<file path="src/rtl/cct_pkg.sv">
package cct_pkg;
  localparam int unsigned ADDR_W = 3;

  localparam logic [ADDR_W-1:0] A_CTRL   = 3'd0;
  localparam logic [ADDR_W-1:0] A_CAPSEL = 3'd1;
  localparam logic [ADDR_W-1:0] A_EVTSEL = 3'd2;
  localparam logic [ADDR_W-1:0] A_OPT    = 3'd3;
  localparam logic [ADDR_W-1:0] A_CNT    = 3'd4;
  localparam logic [ADDR_W-1:0] A_CC0    = 3'd5;

  localparam int unsigned CTRL_RUN = 0;
  localparam int unsigned CTRL_EXT = 1;
  localparam int unsigned OPT_OVF  = 0;
  localparam int unsigned OPT_MODE = 4;

  typedef enum logic [1:0] {
    EDGE_NONE = 2'b00,
    EDGE_RISE = 2'b01,
    EDGE_FALL = 2'b10,
    EDGE_BOTH = 2'b11
  } edge_sel_e;

  function automatic logic edge_hit(input logic [1:0] sel, input logic rise, input logic fall);
    return (sel[0] & rise) | (sel[1] & fall);
  endfunction
endpackage

</file>
<file path="src/rtl/cct_sync_edge.sv">
module cct_sync_edge #(
  parameter int unsigned W = 3
) (
  input  logic         clk_i,
  input  logic         rst_ni,
  input  logic [W-1:0] in_i,
  output logic [W-1:0] rise_o,
  output logic [W-1:0] fall_o
);
  logic [W-1:0] s1_q, s2_q, s3_q;

  always_ff @(posedge clk_i or negedge rst_ni) begin
    if (!rst_ni) begin
      s1_q <= '0;
      s2_q <= '0;
      s3_q <= '0;
    end else begin
      s1_q <= in_i;
      s2_q <= s1_q;
      s3_q <= s2_q;
    end
  end

  assign rise_o = s2_q & ~s3_q;
  assign fall_o = ~s2_q & s3_q;
endmodule

</file>
<file path="src/rtl/cct_counter.sv">
module cct_counter #(
  parameter int unsigned W = 16
) (
  input  logic         clk_i,
  input  logic         rst_ni,
  input  logic         run_i,
  input  logic         tick_i,
  output logic [W-1:0] cnt_o,
  output logic         wrap_o
);
  always_ff @(posedge clk_i or negedge rst_ni) begin
    if (!rst_ni)     cnt_o <= '0;
    else if (!run_i) cnt_o <= '0;
    else if (tick_i) cnt_o <= cnt_o + 1'b1;
  end

  assign wrap_o = run_i & tick_i & (&cnt_o);
endmodule

</file>
<file path="src/rtl/cct_channel.sv">
module cct_channel #(
  parameter int unsigned W = 16
) (
  input  logic         clk_i,
  input  logic         rst_ni,
  input  logic         run_i,
  input  logic         cap_mode_i,
  input  logic         cap_hit_i,
  input  logic         tick_i,
  input  logic [W-1:0] cnt_i,
  input  logic         wr_i,
  input  logic [W-1:0] wdata_i,
  output logic [W-1:0] cc_o,
  output logic         irq_o,
  output logic         tout_o
);
  logic do_cap, do_cmp;

  assign do_cap = run_i & cap_mode_i & cap_hit_i;
  // match one count early so the event lands as the counter reaches D+1
  assign do_cmp = run_i & ~cap_mode_i & tick_i & (cnt_i == cc_o);

  always_ff @(posedge clk_i or negedge rst_ni) begin
    if (!rst_ni)     cc_o <= '0;
    else if (do_cap) cc_o <= cnt_i;
    else if (wr_i)   cc_o <= wdata_i;
  end

  always_ff @(posedge clk_i or negedge rst_ni) begin
    if (!rst_ni) begin
      irq_o  <= 1'b0;
      tout_o <= 1'b0;
    end else if (!run_i) begin
      irq_o  <= 1'b0;
      tout_o <= 1'b0;
    end else begin
      irq_o <= do_cap | do_cmp;
      if (do_cmp) tout_o <= ~tout_o;
    end
  end
endmodule

</file>
<file path="src/rtl/cct_timer.sv">
module cct_timer #(
  parameter int unsigned CNT_W = 16,
  parameter int unsigned N_CH  = 2
) (
  input  logic                     clk_i,
  input  logic                     rst_ni,
  input  logic                     tick_i,
  input  logic [N_CH-1:0]          cap_i,
  input  logic                     evt_i,
  input  logic [cct_pkg::ADDR_W-1:0] addr_i,
  input  logic                     we_i,
  input  logic                     re_i,
  input  logic [CNT_W-1:0]         wdata_i,
  output logic [CNT_W-1:0]         rdata_o,
  output logic [N_CH-1:0]          irq_o,
  output logic [N_CH-1:0]          tout_o
);
  import cct_pkg::*;

  localparam int unsigned SEL_W = 2 * N_CH;
  localparam int unsigned PIN_W = N_CH + 1;

  logic              run_q, ext_q, ovf_q;
  logic [SEL_W-1:0]  capsel_q;
  logic [1:0]        evtsel_q;
  logic [N_CH-1:0]   mode_q;
  logic [CNT_W-1:0]  cnt_q;
  logic [CNT_W-1:0]  cc_q [N_CH];
  logic [PIN_W-1:0]  pin_rise, pin_fall;
  logic              evt_hit, src_tick, cnt_tick, wrap;
  logic              wr_ctrl, wr_capsel, wr_evtsel, wr_opt;
  logic [CNT_W-1:0]  rd_val;

  assign wr_ctrl   = we_i && (addr_i == A_CTRL);
  assign wr_capsel = we_i && (addr_i == A_CAPSEL);
  assign wr_evtsel = we_i && (addr_i == A_EVTSEL);
  assign wr_opt    = we_i && (addr_i == A_OPT);

  always_ff @(posedge clk_i or negedge rst_ni) begin
    if (!rst_ni) begin
      run_q    <= 1'b0;
      ext_q    <= 1'b0;
      capsel_q <= '0;
      evtsel_q <= '0;
      mode_q   <= '0;
    end else begin
      if (wr_ctrl) begin
        run_q <= wdata_i[CTRL_RUN];
        ext_q <= wdata_i[CTRL_EXT];
      end
      if (wr_capsel) capsel_q <= wdata_i[SEL_W-1:0];
      if (wr_evtsel) evtsel_q <= wdata_i[1:0];
      if (wr_opt)    mode_q   <= wdata_i[OPT_MODE +: N_CH];
    end
  end

  // wrap outranks a clearing write
  always_ff @(posedge clk_i or negedge rst_ni) begin
    if (!rst_ni)                          ovf_q <= 1'b0;
    else if (wrap)                        ovf_q <= 1'b1;
    else if (wr_opt && !wdata_i[OPT_OVF]) ovf_q <= 1'b0;
  end

  cct_sync_edge #(.W(PIN_W)) u_sync (
    .clk_i  (clk_i),
    .rst_ni (rst_ni),
    .in_i   ({evt_i, cap_i}),
    .rise_o (pin_rise),
    .fall_o (pin_fall)
  );

  assign evt_hit  = edge_hit(evtsel_q, pin_rise[N_CH], pin_fall[N_CH]);
  assign src_tick = ext_q ? evt_hit : tick_i;
  assign cnt_tick = run_q & src_tick;

  cct_counter #(.W(CNT_W)) u_cnt (
    .clk_i  (clk_i),
    .rst_ni (rst_ni),
    .run_i  (run_q),
    .tick_i (cnt_tick),
    .cnt_o  (cnt_q),
    .wrap_o (wrap)
  );

  for (genvar i = 0; i < N_CH; i++) begin : g_ch
    logic cap_hit, cc_wr;
    assign cap_hit = edge_hit(capsel_q[2*i +: 2], pin_rise[i], pin_fall[i]);
    assign cc_wr   = we_i && (addr_i == A_CC0 + ADDR_W'(i));

    cct_channel #(.W(CNT_W)) u_ch (
      .clk_i      (clk_i),
      .rst_ni     (rst_ni),
      .run_i      (run_q),
      .cap_mode_i (mode_q[i]),
      .cap_hit_i  (cap_hit),
      .tick_i     (cnt_tick),
      .cnt_i      (cnt_q),
      .wr_i       (cc_wr),
      .wdata_i    (wdata_i),
      .cc_o       (cc_q[i]),
      .irq_o      (irq_o[i]),
      .tout_o     (tout_o[i])
    );
  end

  always_comb begin
    rd_val = '0;
    case (addr_i)
      A_CTRL: begin
        rd_val[CTRL_RUN] = run_q;
        rd_val[CTRL_EXT] = ext_q;
      end
      A_CAPSEL: rd_val[SEL_W-1:0] = capsel_q;
      A_EVTSEL: rd_val[1:0]       = evtsel_q;
      A_OPT: begin
        rd_val[OPT_OVF]           = ovf_q;
        rd_val[OPT_MODE +: N_CH]  = mode_q;
      end
      A_CNT:    rd_val = cnt_q;
      default: begin
        for (int i = 0; i < N_CH; i++)
          if (addr_i == A_CC0 + ADDR_W'(i)) rd_val = cc_q[i];
      end
    endcase
  end

  always_ff @(posedge clk_i or negedge rst_ni) begin
    if (!rst_ni)   rdata_o <= '0;
    else if (re_i) rdata_o <= rd_val;
  end
endmodule

</file>
<file path="config.mk">
export PLATFORM = sky130hd
export DESIGN_NAME = cct_timer
export DESIGN_NICKNAME = d
export VERILOG_FILES = /design/src/rtl/cct_pkg.sv /design/src/rtl/cct_sync_edge.sv /design/src/rtl/cct_counter.sv /design/src/rtl/cct_channel.sv /design/src/rtl/cct_timer.sv
export SDC_FILE = /design/constraint.sdc
export NUM_CORES = 1
export LEC_CHECK = 0
export CORE_UTILIZATION = 30
export CTS_BUF_LIST = sky130_fd_sc_hd__clkbuf_4 sky130_fd_sc_hd__clkbuf_8
export DETAILED_ROUTE_END_ITERATION = 10
export GPL_TIMING_DRIVEN = 0
export HOLD_SLACK_MARGIN = 0.12
export PLACE_DENSITY = 0.53
export SLEW_MARGIN = 40
export SYNTH_ARGS = -nofsm -noshare
export SYNTH_HDL_FRONTEND = slang
export SYNTH_SLANG_ARGS = --single-unit
</file>
<file path="constraint.sdc">
create_clock -name clk_i -period 2.55 [get_ports clk_i]
set_input_delay 0.765 -clock clk_i [delete_from_list [all_inputs] [get_ports clk_i]]
set_output_delay 0.765 -clock clk_i [all_outputs]
set_load 0.05 [all_outputs]
</file>
# After elaboration in Yosys (flattened, before gate mapping)
# Cells that the tools add are included.
[op_classes] add_sub_neg=1 n_reduce_logical=16 muxes=22 n_eq_ne=11 bitwise_logic=32
[ops] op="$mux 16" n=8
[ops] op="$eq 16x16->1" n=2
[ops] op="$pmux 10 s2" n=1
[ops] op="$and 1x1->1" n=19
[ops] op="$add 16x1->16 const B" n=1
[ops] op="$reduce_and 16->1" n=1
[ops] op="$pmux 2 s3" n=2
[ops] op="$pmux 1 s5" n=2
[ops] op="$eq 3x3->1 const B" n=3
[ops] op="$mux 1" n=9
[ops] op="$logic_and 1x1->1" n=7
[ops] op="$and 3x3->3" n=2
[ops] op="$eq 3x2->1 const B" n=2
[ops] op="$ne 2x1->1 const B" n=3
[ops] op="$not 3->3" n=2
[ops] op="$reduce_bool 2->1" n=3
[ops] op="$reduce_or 3->1" n=2
[ops] op="$or 1x1->1" n=5
[ops] op="$not 1->1" n=4
[ops] op="$reduce_or 4->1" n=1
[ops] op="$eq 3x1->1 const B" n=1
[ops] op="$logic_not 3->1" n=1
[ops] op="$logic_not 1->1" n=1
[totals] out_inout_bits=20 elab_cells=99 in_bits=27 register_bits=88

# Longest topological paths before layout
[logic_depth] depth_word=10 depth_mapped=7 depth_no_buf=5

# Hierarchy
# From an unflattened synthesis, not the netlist that was laid out.
[hier_totals] cells_unflattened=482 area_unflattened_um2=4715.8
[modules_own_cells] module="cct_channel" seq_area_each_um2=450.4 area_per_inst_um2=1004.7 n_inst=2 cells_each=102
[modules_own_cells] module="cct_timer" seq_area_each_um2=675.6 area_per_inst_um2=1622.8 n_inst=1 cells_each=179
[modules_own_cells] module="cct_counter" seq_area_each_um2=400.4 area_per_inst_um2=805.8 n_inst=1 cells_each=84
[modules_own_cells] module="cct_sync_edge" seq_area_each_um2=225.2 area_per_inst_um2=277.8 n_inst=1 cells_each=15

# Worst setup path after synthesis
# Ideal clock, no wire load.
[synth_path] path_type="input-to-reg" startpoint="input addr_i[1] (netlist name)" endpoint="register capsel_q[0]" setup_slack_ns=0.453 n_path_buf=1 setup_ns=0.125 t_arrival_ns=1.972 stages=3 required_time_ns=2.425 cell_sequence="clkbuf_1 nor4b_1 mux2_2"
[synth_via] elab_chain_len=2
[synth_lines] element="start: declaration" line_no="cct_timer.sv:10" rtl="input logic [cct_pkg::ADDR_W-1:0] addr_i,"
[synth_lines] element="$eq 3x1->1" line_no="cct_timer.sv:35" rtl="assign wr_capsel = we_i && (addr_i == A_CAPSEL);"
[synth_lines] element="$logic_and 1x1->1" line_no="cct_timer.sv:35"
[synth_lines] element="end signal: assignment" line_no="cct_timer.sv:51" rtl="if (wr_capsel) capsel_q <= wdata_i[SEL_W-1:0];"
[synth_lines] element="end: declaration" line_no="cct_timer.sv:24" rtl="logic [SEL_W-1:0] capsel_q;"
# Every way passes these cells.
# A chain may end at the register's enable or synchronous reset.

# Worst setup path in the final report
[layout_path] startpoint="register g_ch[1].u_ch.tout_o" endpoint="output tout_o[1]"
[layout_lines] element="start: declaration" line_no="cct_channel.sv:15" rtl="output logic tout_o"
[layout_lines] element="start signal: assignment" line_no="cct_channel.sv:38" rtl="if (do_cmp) tout_o <= ~tout_o;"
[layout_lines] element="end: declaration" line_no="cct_timer.sv:16" rtl="output logic [N_CH-1:0] tout_o"
# No word-level cell between the ends.

==> results.md <==
* Status: complete, no violations
* ANT nets after route at 0
* Flop pwr share at 48.7%
* Crit Path Class: reg -> out
* Routed len/inst at 17.1 µm
* CP max FO at 3
* Initial antenna violation count at 0
* Crit path buf inv count at 2
* Net switching power figure at 1.42 mW
* Layout area overhead at 20.4%
* Later-pin clock latency in the skew report at 0.38 ns
* Largest net degree at the start of global routing at 57
* Buffer count from post-CTS setup fixing at 0
* Drt drc at 0
* Max-slew violations at 0
* Gate Count Post-Synth at 482
* Top FF cell, synth: dfrtp_1
* Number of vias per cell at 4.94
* Core Util, Final at 37.1%
* F_max at 0.412 GHz
* Post-synth cell types at 45
* Clock transition at the registers of the reported paths at 0.09 ns
* PwrDens at 714 mW/mm²
* Worst-Margin Slew at 0.684 ns
* Vias at 3718
* #FFs+latches synth at 88
* Initial drt markers at 147
* # rows at 45
* GR Util met1 at 22.7%
* Drt first pass iters at 4
* Final hold vios at 0
* Switching share of power at 35.1%
* Mapped Avg Cell Area at 9.75 µm²
* Grt met2 use at 27.0%
* CP Cell Sequence: buf_4 > clkdlybuf4s50_1
* H-Tree Depth at 3
* Combinational power share at 28.1%
* Vias in the first global route at 3704
* Crit path launch type: flip-flop
* Clock buffer depth at 2
* GR Util All Layers at 17.0%
* Die area at 0.0162 mm²
* EDFF count, synth at 0
* Commonest non-fill, non-tap cells in the layout: dfrtp_1, nand2_1, mux2i_1
* Slew HR at 54.0%
* DPL Wire Length at 9360 µm
* Ant diodes at 0
* CTS tree: done
* CP required at 1.79 ns
* Setup TNS at 0 ns
* Die height at 127 µm
* Die width at 127 µm
* Worst path max stage delay at 0.78 ns
* GP Congestion at 0.825
* Post-synthesis net count at 510
* Seq/Total Area, Yosys at 46.9%
* Port-buffer cells at 46
* I/O Pins at 47
* Leakage power at 2.56 nW
* RSZ-0062 raised after global routing: false
* Max-cap violations at 0
* Clock share of power at 23.2%
* P_int at 2.62 mW
* Synth async-reset ratio at 100%
* Worst setup margin at 0.122 ns
* Top delay family on crit path: buffers and inverters
* Clk_skew at 0.0128 ns
* Hold Slack at 0.266 ns
* Commonest non-fill, non-tap cell in the layout: dfrtp_1
* Core area at 0.0153 mm²
* CTS Sinks at 88
* HP Class: in -> async
* GRT met3 Usage at 3.10%
* Pre-CTS WS at -0.641 ns
* Synthesized area at 0.00470 mm²
* Flop-to-flop setup slack at 0.49 ns
* Nets at 567
* GR peak layer: met2
* Total clock buffers created by CTS at 9
* CP arrival at 1.66 ns
* Grt total ovfl at 0
* Share of cells above drive strength 1 at 10.7%
* # setup viols final at 0
* Tmin final at 2.43 ns
* Final WL at 12900 µm
* Final worst-path cycle share at 95.2%
* Worst path slowest cell: clkdlybuf4s50_1
* Critical path capture point type: primary output
* Yosys warns at 0
* Clock root cell: clkbuf_8
* Initial core utilization at 30.8%
* Peak supply drop at 242 µV
* First-pass GRT wire length at 20500 µm
power by group through the flow:
| stage | Clock (mW) | Sequential (mW) | Combinational [mW] |
|---|---|---|---|
| after floorplan | 0 | 2.03 | 0.663 |
| after global placement | 0 | 1.98 | 1.11 |
| after detailed placement | 0 | 1.99 | 1.13 |
| after CTS | 0.966 | 1.96 | 1.14 |
| after global routing | 1.01 | 2.01 | 1.25 |
| final | 0.939 | 1.97 | 1.13 |
worst paths after layout:
| check | startpoint | to | cells past startpoint |
|---|---|---|---|
| worst min-delay path | rst_ni | g_ch[0].u_ch.cc_o[3]$_DFFE_PN0P_ | 1 |
| worst max-delay path | g_ch[1].u_ch.tout_o$_DFFE_PN0P_ | tout_o[1] | 2 |
| min in group clk_i | u_sync.s1_q[2]$_DFF_PN0_ | u_sync.s2_q[2]$_DFF_PN0_ | 0 |
| worst min register to register | u_sync.s1_q[2]$_DFF_PN0_ | u_sync.s2_q[2]$_DFF_PN0_ | 0 |
| worst max register to register | u_cnt.cnt_o[2]$_DFFE_PN0P_ | g_ch[0].u_ch.tout_o$_DFFE_PN0P_ | 6 |
| max in group asynchronous | rst_ni | g_ch[0].u_ch.cc_o[8]$_DFFE_PN0P_ | 2 |
timing repair:
item	4_1_cts	5_1_grt
resized for setup	3	4
hold endpoints to repair	0	0
hold buffers	0	0
setup endpoints to repair	11	20
pin swaps	0	0
final cells by class:
class	instances	area, µm²
multi-input cells	329	2210
inverters	20	75.1
flip-flops and latches	88	2200
clock buffers	14	180
repair buffers	47	489
fillers	1558	9600
well taps	211	264
plain buffers	44	233
metrics by stage:
step           cells  power, mW  area [µm²]
2_1_floorplan    482       2.70        4700
6_report         753       4.04        5660
4_1_cts          754       4.07        5650
5_1_grt          753       4.27        5660
3_3_place_gp     739       3.08        5420
3_5_place_dp     740       3.13        5470
flip-flops by register name, summed over array words and instances (netlist names):
name and cells:
ext_q 1, u_cnt.cnt_o 16, g_ch.u_ch.cc_o 32, g_ch.u_ch.irq_o 2, evtsel_q 2, ovf_q 1, g_ch.u_ch.tout_o 2, mode_q 2
u_sync.s1_q 3, rdata_o 16, run_q 1, u_sync.s2_q 3, u_sync.s3_q 3, capsel_q 4
cells in the mapped netlist (3+ instances only):
cell      number  area (µm²)
o22ai_1       10        62.6
nand2_1       48         180
nand3b_1       4        30.0
buf_6          4        45.0
inv_1         19        71.3
buf_4          5        37.5
clkbuf_1      24        90.1
a21oi_1       20         100
nor2_1        32         120
nor3_1         3        15.0
xnor2_1        8        70.1
mux2i_1       46         460
a31oi_1        3        18.8
o211ai_1       4        30.0
o21ai_0       38         190
nor4_1         5        31.3
o221ai_1       4        35.0
nand4_1        7        43.8
buf_2         11        55.1
dfrtp_1       88        2200
and3_1         4        25.0
nand3_1       13        65.1
xor2_1        39         342
nor2b_1        6        37.5
mux2_2         9         101
per-layer routing:
metal  up-vias  wire (µm)  share of wire, %
met2        91       5960                46
met1      1834       6050                47
li1       1771          -                 -
met5         -          0                 0
met4         0        310               2.4
met3        22        541               4.2
kinds of logic (layout without fill, tap and decap cells):
logic type / count (synthesis) / count (layout) / synth area share, %
simple gates: 134 / 134 / 13.8
compound gates: 91 / 91 / 11.4
flops: 88 / 88 / 46.9
buf+inv: 65 / 125 / 6.52
mux: 56 / 56 / 12.4
xor+xnor: 47 / 47 / 8.76
fa+ha+maj: 1 / 1 / 0.266
Note: power is estimated with default switching activity, not from simulation.
